File: config.mk
export PLATFORM = sky130hd
export DESIGN_NAME = pause_frame_gen
export DESIGN_NICKNAME = d
export VERILOG_FILES = /design/src/rtl/pause_frame_gen.sv
export SDC_FILE = /design/constraint.sdc
export NUM_CORES = 1
export LEC_CHECK = 0
export ABC_AREA = 1
export CORE_ASPECT_RATIO = 0.75
export CORE_MARGIN = 10
export CORE_UTILIZATION = 57
export DETAILED_ROUTE_END_ITERATION = 10
export MAX_ROUTING_LAYER = met4
export PLACE_DENSITY = 0.86
export SLEW_MARGIN = 20
export SYNTH_ARGS = -nofsm -noshare
export SYNTH_HDL_FRONTEND = slang
export SYNTH_SLANG_ARGS = --single-unit
export TNS_END_PERCENT = 5
File: constraint.sdc
create_clock -name clk -period 3.6 [get_ports clk]
set_input_delay 0.36 -clock clk [delete_from_list [all_inputs] [get_ports clk]]
set_output_delay 0.36 -clock clk [all_outputs]
set_load 0.02 [all_outputs]
File: src/rtl/pause_frame_gen.sv
module pause_frame_gen #(
  parameter logic [31:0] CRC_POLY = 32'hEDB88320,
  parameter int PAD_BYTES = 42
) (
  input  logic        clk,
  input  logic        rst_n,
  input  logic        req_i,
  input  logic [47:0] station_addr_i,
  input  logic [15:0] pause_time_i,
  input  logic        tx_ready_i,
  output logic [7:0]  tx_data_o,
  output logic        tx_valid_o,
  output logic        tx_sop_o,
  output logic        tx_eop_o,
  output logic        busy_o
);
  localparam int PRE_END  = 8;
  localparam int BODY_END = PRE_END + 18 + PAD_BYTES;
  localparam int LAST     = BODY_END + 3;
  localparam int IW       = $clog2(LAST + 1);

  logic [IW-1:0] idx;
  logic          busy, pend;
  logic [47:0]   sa_q;
  logic [15:0]   pt_q;
  logic [31:0]   crc;
  logic [7:0]    byte_c;

  function automatic logic [31:0] crc_step(input logic [31:0] c, input logic [7:0] d);
    logic [31:0] r;
    r = c;
    for (int b = 0; b < 8; b++) begin
      if (r[0] ^ d[b]) r = (r >> 1) ^ CRC_POLY;
      else             r = r >> 1;
    end
    return r;
  endfunction

  wire acc   = busy & tx_ready_i;
  wire done  = acc && (idx == IW'(LAST));
  wire rq    = req_i | pend;
  wire start = rq & (~busy | done);
  wire in_crc = (idx >= IW'(PRE_END)) && (idx < IW'(BODY_END));
  wire [31:0] fcs = ~crc;

  always_comb begin
    byte_c = 8'h00;
    if (idx < IW'(PRE_END - 1))        byte_c = 8'h55;
    else if (idx == IW'(PRE_END - 1))  byte_c = 8'hD5;
    else if (idx >= IW'(BODY_END)) begin
      case (idx - IW'(BODY_END))
        IW'(0):  byte_c = fcs[7:0];
        IW'(1):  byte_c = fcs[15:8];
        IW'(2):  byte_c = fcs[23:16];
        default: byte_c = fcs[31:24];
      endcase
    end else begin
      case (idx - IW'(PRE_END))
        IW'(0):  byte_c = 8'h01;
        IW'(1):  byte_c = 8'h80;
        IW'(2):  byte_c = 8'hC2;
        IW'(3):  byte_c = 8'h00;
        IW'(4):  byte_c = 8'h00;
        IW'(5):  byte_c = 8'h01;
        IW'(6):  byte_c = sa_q[47:40];
        IW'(7):  byte_c = sa_q[39:32];
        IW'(8):  byte_c = sa_q[31:24];
        IW'(9):  byte_c = sa_q[23:16];
        IW'(10): byte_c = sa_q[15:8];
        IW'(11): byte_c = sa_q[7:0];
        IW'(12): byte_c = 8'h88;
        IW'(13): byte_c = 8'h08;
        IW'(14): byte_c = 8'h00;
        IW'(15): byte_c = 8'h01;
        IW'(16): byte_c = pt_q[15:8];
        IW'(17): byte_c = pt_q[7:0];
        default: byte_c = 8'h00;
      endcase
    end
  end

  always_ff @(posedge clk or negedge rst_n) begin
    if (!rst_n) begin
      busy <= 1'b0;
      pend <= 1'b0;
      idx  <= '0;
      sa_q <= '0;
      pt_q <= '0;
      crc  <= 32'hFFFFFFFF;
    end else begin
      pend <= busy & ~done & rq;
      if (start) begin
        busy <= 1'b1;
        idx  <= '0;
        sa_q <= station_addr_i;
        pt_q <= pause_time_i;
        crc  <= 32'hFFFFFFFF;
      end else if (done) begin
        busy <= 1'b0;
      end else if (acc) begin
        idx <= idx + 1'b1;
        if (in_crc) crc <= crc_step(crc, byte_c);
      end
    end
  end

  assign tx_data_o  = byte_c;
  assign tx_valid_o = busy;
  assign busy_o     = busy;
  assign tx_sop_o   = busy && (idx == '0);
  assign tx_eop_o   = busy && (idx == IW'(LAST));

  p_busy_after_req_r10: assert property (@(posedge clk) disable iff (!rst_n)
    req_i |=> busy_o);
  p_hold_stall_r9: assert property (@(posedge clk) disable iff (!rst_n)
    tx_valid_o && !tx_ready_i |=> tx_valid_o && $stable(tx_data_o) && $stable(tx_sop_o) && $stable(tx_eop_o));
  p_start_sop_r2: assert property (@(posedge clk) disable iff (!rst_n)
    $rose(busy_o) |-> tx_sop_o && tx_data_o == 8'h55);
  p_idle_after_end_r11: assert property (@(posedge clk) disable iff (!rst_n)
    tx_eop_o && tx_ready_i && !req_i && !pend |=> !busy_o);
  p_sop_advance_r3: assert property (@(posedge clk) disable iff (!rst_n)
    tx_sop_o && tx_ready_i |=> tx_valid_o && !tx_sop_o && tx_data_o == 8'h55);
endmodule

==> results.toml <==
[outcome]
status = "complete, no violations"

[placement]
dp_hpwl_um = 14750
pre_cts_ws_ps = 117.6
gp_congestion = 1.081
placed_cell_area_um2 = 7735
io_buffer_count = 79

[clock_network]
htreeDepth = 3
clock_sinks = 105
tritoncts = "done"
clockRootBuffer = "clkbuf_16"
holdBufCountCts = 0
clkTransAtPathRegs_ps = 80
clock_latency_ps = 370
clockBufferDepth = 2
cts_made_buffers = 9

[layout]
diodes = 0
nNetsFinal = 1128
synthToLayoutAreaGrowth_pct = 18.89
fin_area_um2 = 8097
drive_gt1_share_pct = 13.14

[synthesis]
synth-edff-count = 0
yosysUniqueCellTypes = 39
async_flop_share_pct = 100.0
synth_top_area_cell = "dfrtp_1"
yosysSeqAreaShare_pct = 39.17
netlist_area_um2 = 6810
synthTopCellsByCount = "nand2_1, nand3_1, inv_1"
yosys_warnings = 0
synthCells = 982
ys_seq_elements = 105
synth_top_area_share_pct = 26.82
ys.flop_type = "dfrtp_1"
syn_nets = 1057
synth.area.top_cells = "dfrtp_1, nand2_1, dfstp_2"
yosysMostFrequentCell = "nand2_1"
synth.avg_cell_area_um2 = 6.935

[route]
ant_nets = 0
wl_per_cell_um = 16.30
firstDrtPassIters = 5
detail_route.wirelength_um = 19890
drtIter0Drc = 790
vias = 6724
viasPerCell = 5.511
drc = 0

[critical_path]
cp.arrival_ps = 3230
regToRegSetupSlack_ps = 230
critPathKind = "flop to output pin"
r2r-end = "crc[26]$_DFFE_PN1P_"
cp-end-kind = "output pin"
path_max_fanout = 12
rr_startpoint = "idx[3]$_DFFE_PN0P_"
cp.required_ps = 3240
startpoint_type = "flop"
worstRegToRegCells = 23

[timing]
clock_skew_ps = 18.62
max_freq_mhz = 278.5
fin_crit_sh_pct = 99.74
final_max_slew_viol_count = 0
worst_slew_pin_slew_ps = 771.1
hold_violations = 0
layout_min_cycle_time_ps = 3591
finalSetupViolations = 0
timing.hold.ws_ps = 35.65
slew_headroom_pct = 48.59
rsz0062_at_grt = "yes"
setup_ws_ps = 9.354

[power]
p_per_area_nw_per_um2 = 1037
p_leak_nw = 4.293
peakVddDrop_v = 0.0007131
power_mw = 8.398

[hold_path]
hold_path.class = "primary input to asynchronous set/reset pin"

[die]
rows = 34
ioPinCount = 80
coreArea_um2 = 11660
die-area_um2 = 16770
fp.dieW_um = 146.2
floorplan.initialDensity_pct = 58.43
die_y_um = 114.7

[grt]
antenna_found_initial = 0
grt_pass1_wl_um = 32350
grt_pass1_vias = 6372
grt_max_degree = 86
grt-ovfl-total = 0
track_usage_pct = 24.27

[job]
drv_cap = 0
==> stage by stage <==
step / cells / util [%] / TNS, ps
floorplan: 982 / - / 0
global placement: 1203 / 66.36 / 0
detailed placement: 1203 / 66.36 / 0
CTS: 1220 / 69.17 / 0
global route: 1220 / 69.46 / -193.9
finish: 1220 / 69.46 / 0
==> registers in the layout, summed over array words and instances, names as in the netlist <==
register	count
pt_q	16
pend	1
busy_o	1
idx	7
sa_q	48
crc	32
==> power by group <==
group | switching, mW | internal (mW)
Sequential | 0.353 | 1.70
Combinational | 3.57 | 1.74
Clock | 0.532 | 0.507
Total | 4.45 | 3.94
==> layout make-up <==
type | instances | area (um2)
clock buffers | 9 | 225.2
clock inverters | 7 | 93.84
fillers | 1037 | 3560
inverters | 100 | 377.9
multi-input cells | 745 | 3618
flip-flops and latches | 105 | 2669
well taps | 162 | 202.7
repair buffers | 92 | 909.6
==> placed cells by master, fill, tap and decap left out, types with 12 or more instances in the layout <==
cell             count
inv_1               89
a21oi_1             12
nand2_1            357
dfstp_2             32
o22ai_1             15
buf_4               12
xor2_1              23
nand4_1             15
nand3_1            146
nand2_2             27
o21ai_0             20
dfrtp_1             72
clkdlybuf4s50_1     75
nor2_1              63
==> worst max path at each step <==
stage	startpoint	endpoint	slack [ps]
floorplan	idx[3]$_DFFE_PN0P_	crc[26]$_DFFE_PN1P_	800
global placement	idx[3]$_DFFE_PN0P_	crc[25]$_DFFE_PN1P_	230
detailed placement	idx[3]$_DFFE_PN0P_	crc[4]$_DFFE_PN1P_	120
CTS	idx[3]$_DFFE_PN0P_	tx_data_o[7]	10
global route	idx[3]$_DFFE_PN0P_	tx_data_o[7]	-160
finish	idx[3]$_DFFE_PN0P_	tx_data_o[7]	9
==> cells by family (layout without fill, tap and decap cells) <==
logic type	after synthesis	count (layout)	share of synthesized area, %
fa+ha+maj	7	7	1.286
simple gates	652	652	42.94
buf+inv	132	208	8.139
compound gates	61	61	5.255
flops	105	105	39.17
xor+xnor	25	25	3.215
==> layer usage <==
metal / share of wire (%) / routed length (um) / track usage [%]
met1: 46 / 9118 / 32.83
met2: 42 / 8335 / 34.88
met3: 10 / 2086 / 6.951
met4: 1.7 / 347 / 6.520
met5: 0 / 0 / -
==> critical path, cell delays in order, from the launching register on <==
cell	delay (ps)
dfrtp_2	470
inv_2	170
ha_2	240
inv_2	50
nand2_1	60
o21ai_2	80
nor2_4	270
nand3_1	260
nor2_1	170
nor2_1	60
nand2_1	50
a21oi_1	60
nand2_1	110
nand2_1	120
inv_1	80
clkdlybuf4s50_1	600
==> timing repair <==
action / CTS / global route
buffers inserted: 1 / 0
pin swaps: 1 / 2
endpoints found under the setup margin: 7 / 13
resized for setup: 1 / 9
cloned: 0 / 0
(Power assumes the default switching activity.)
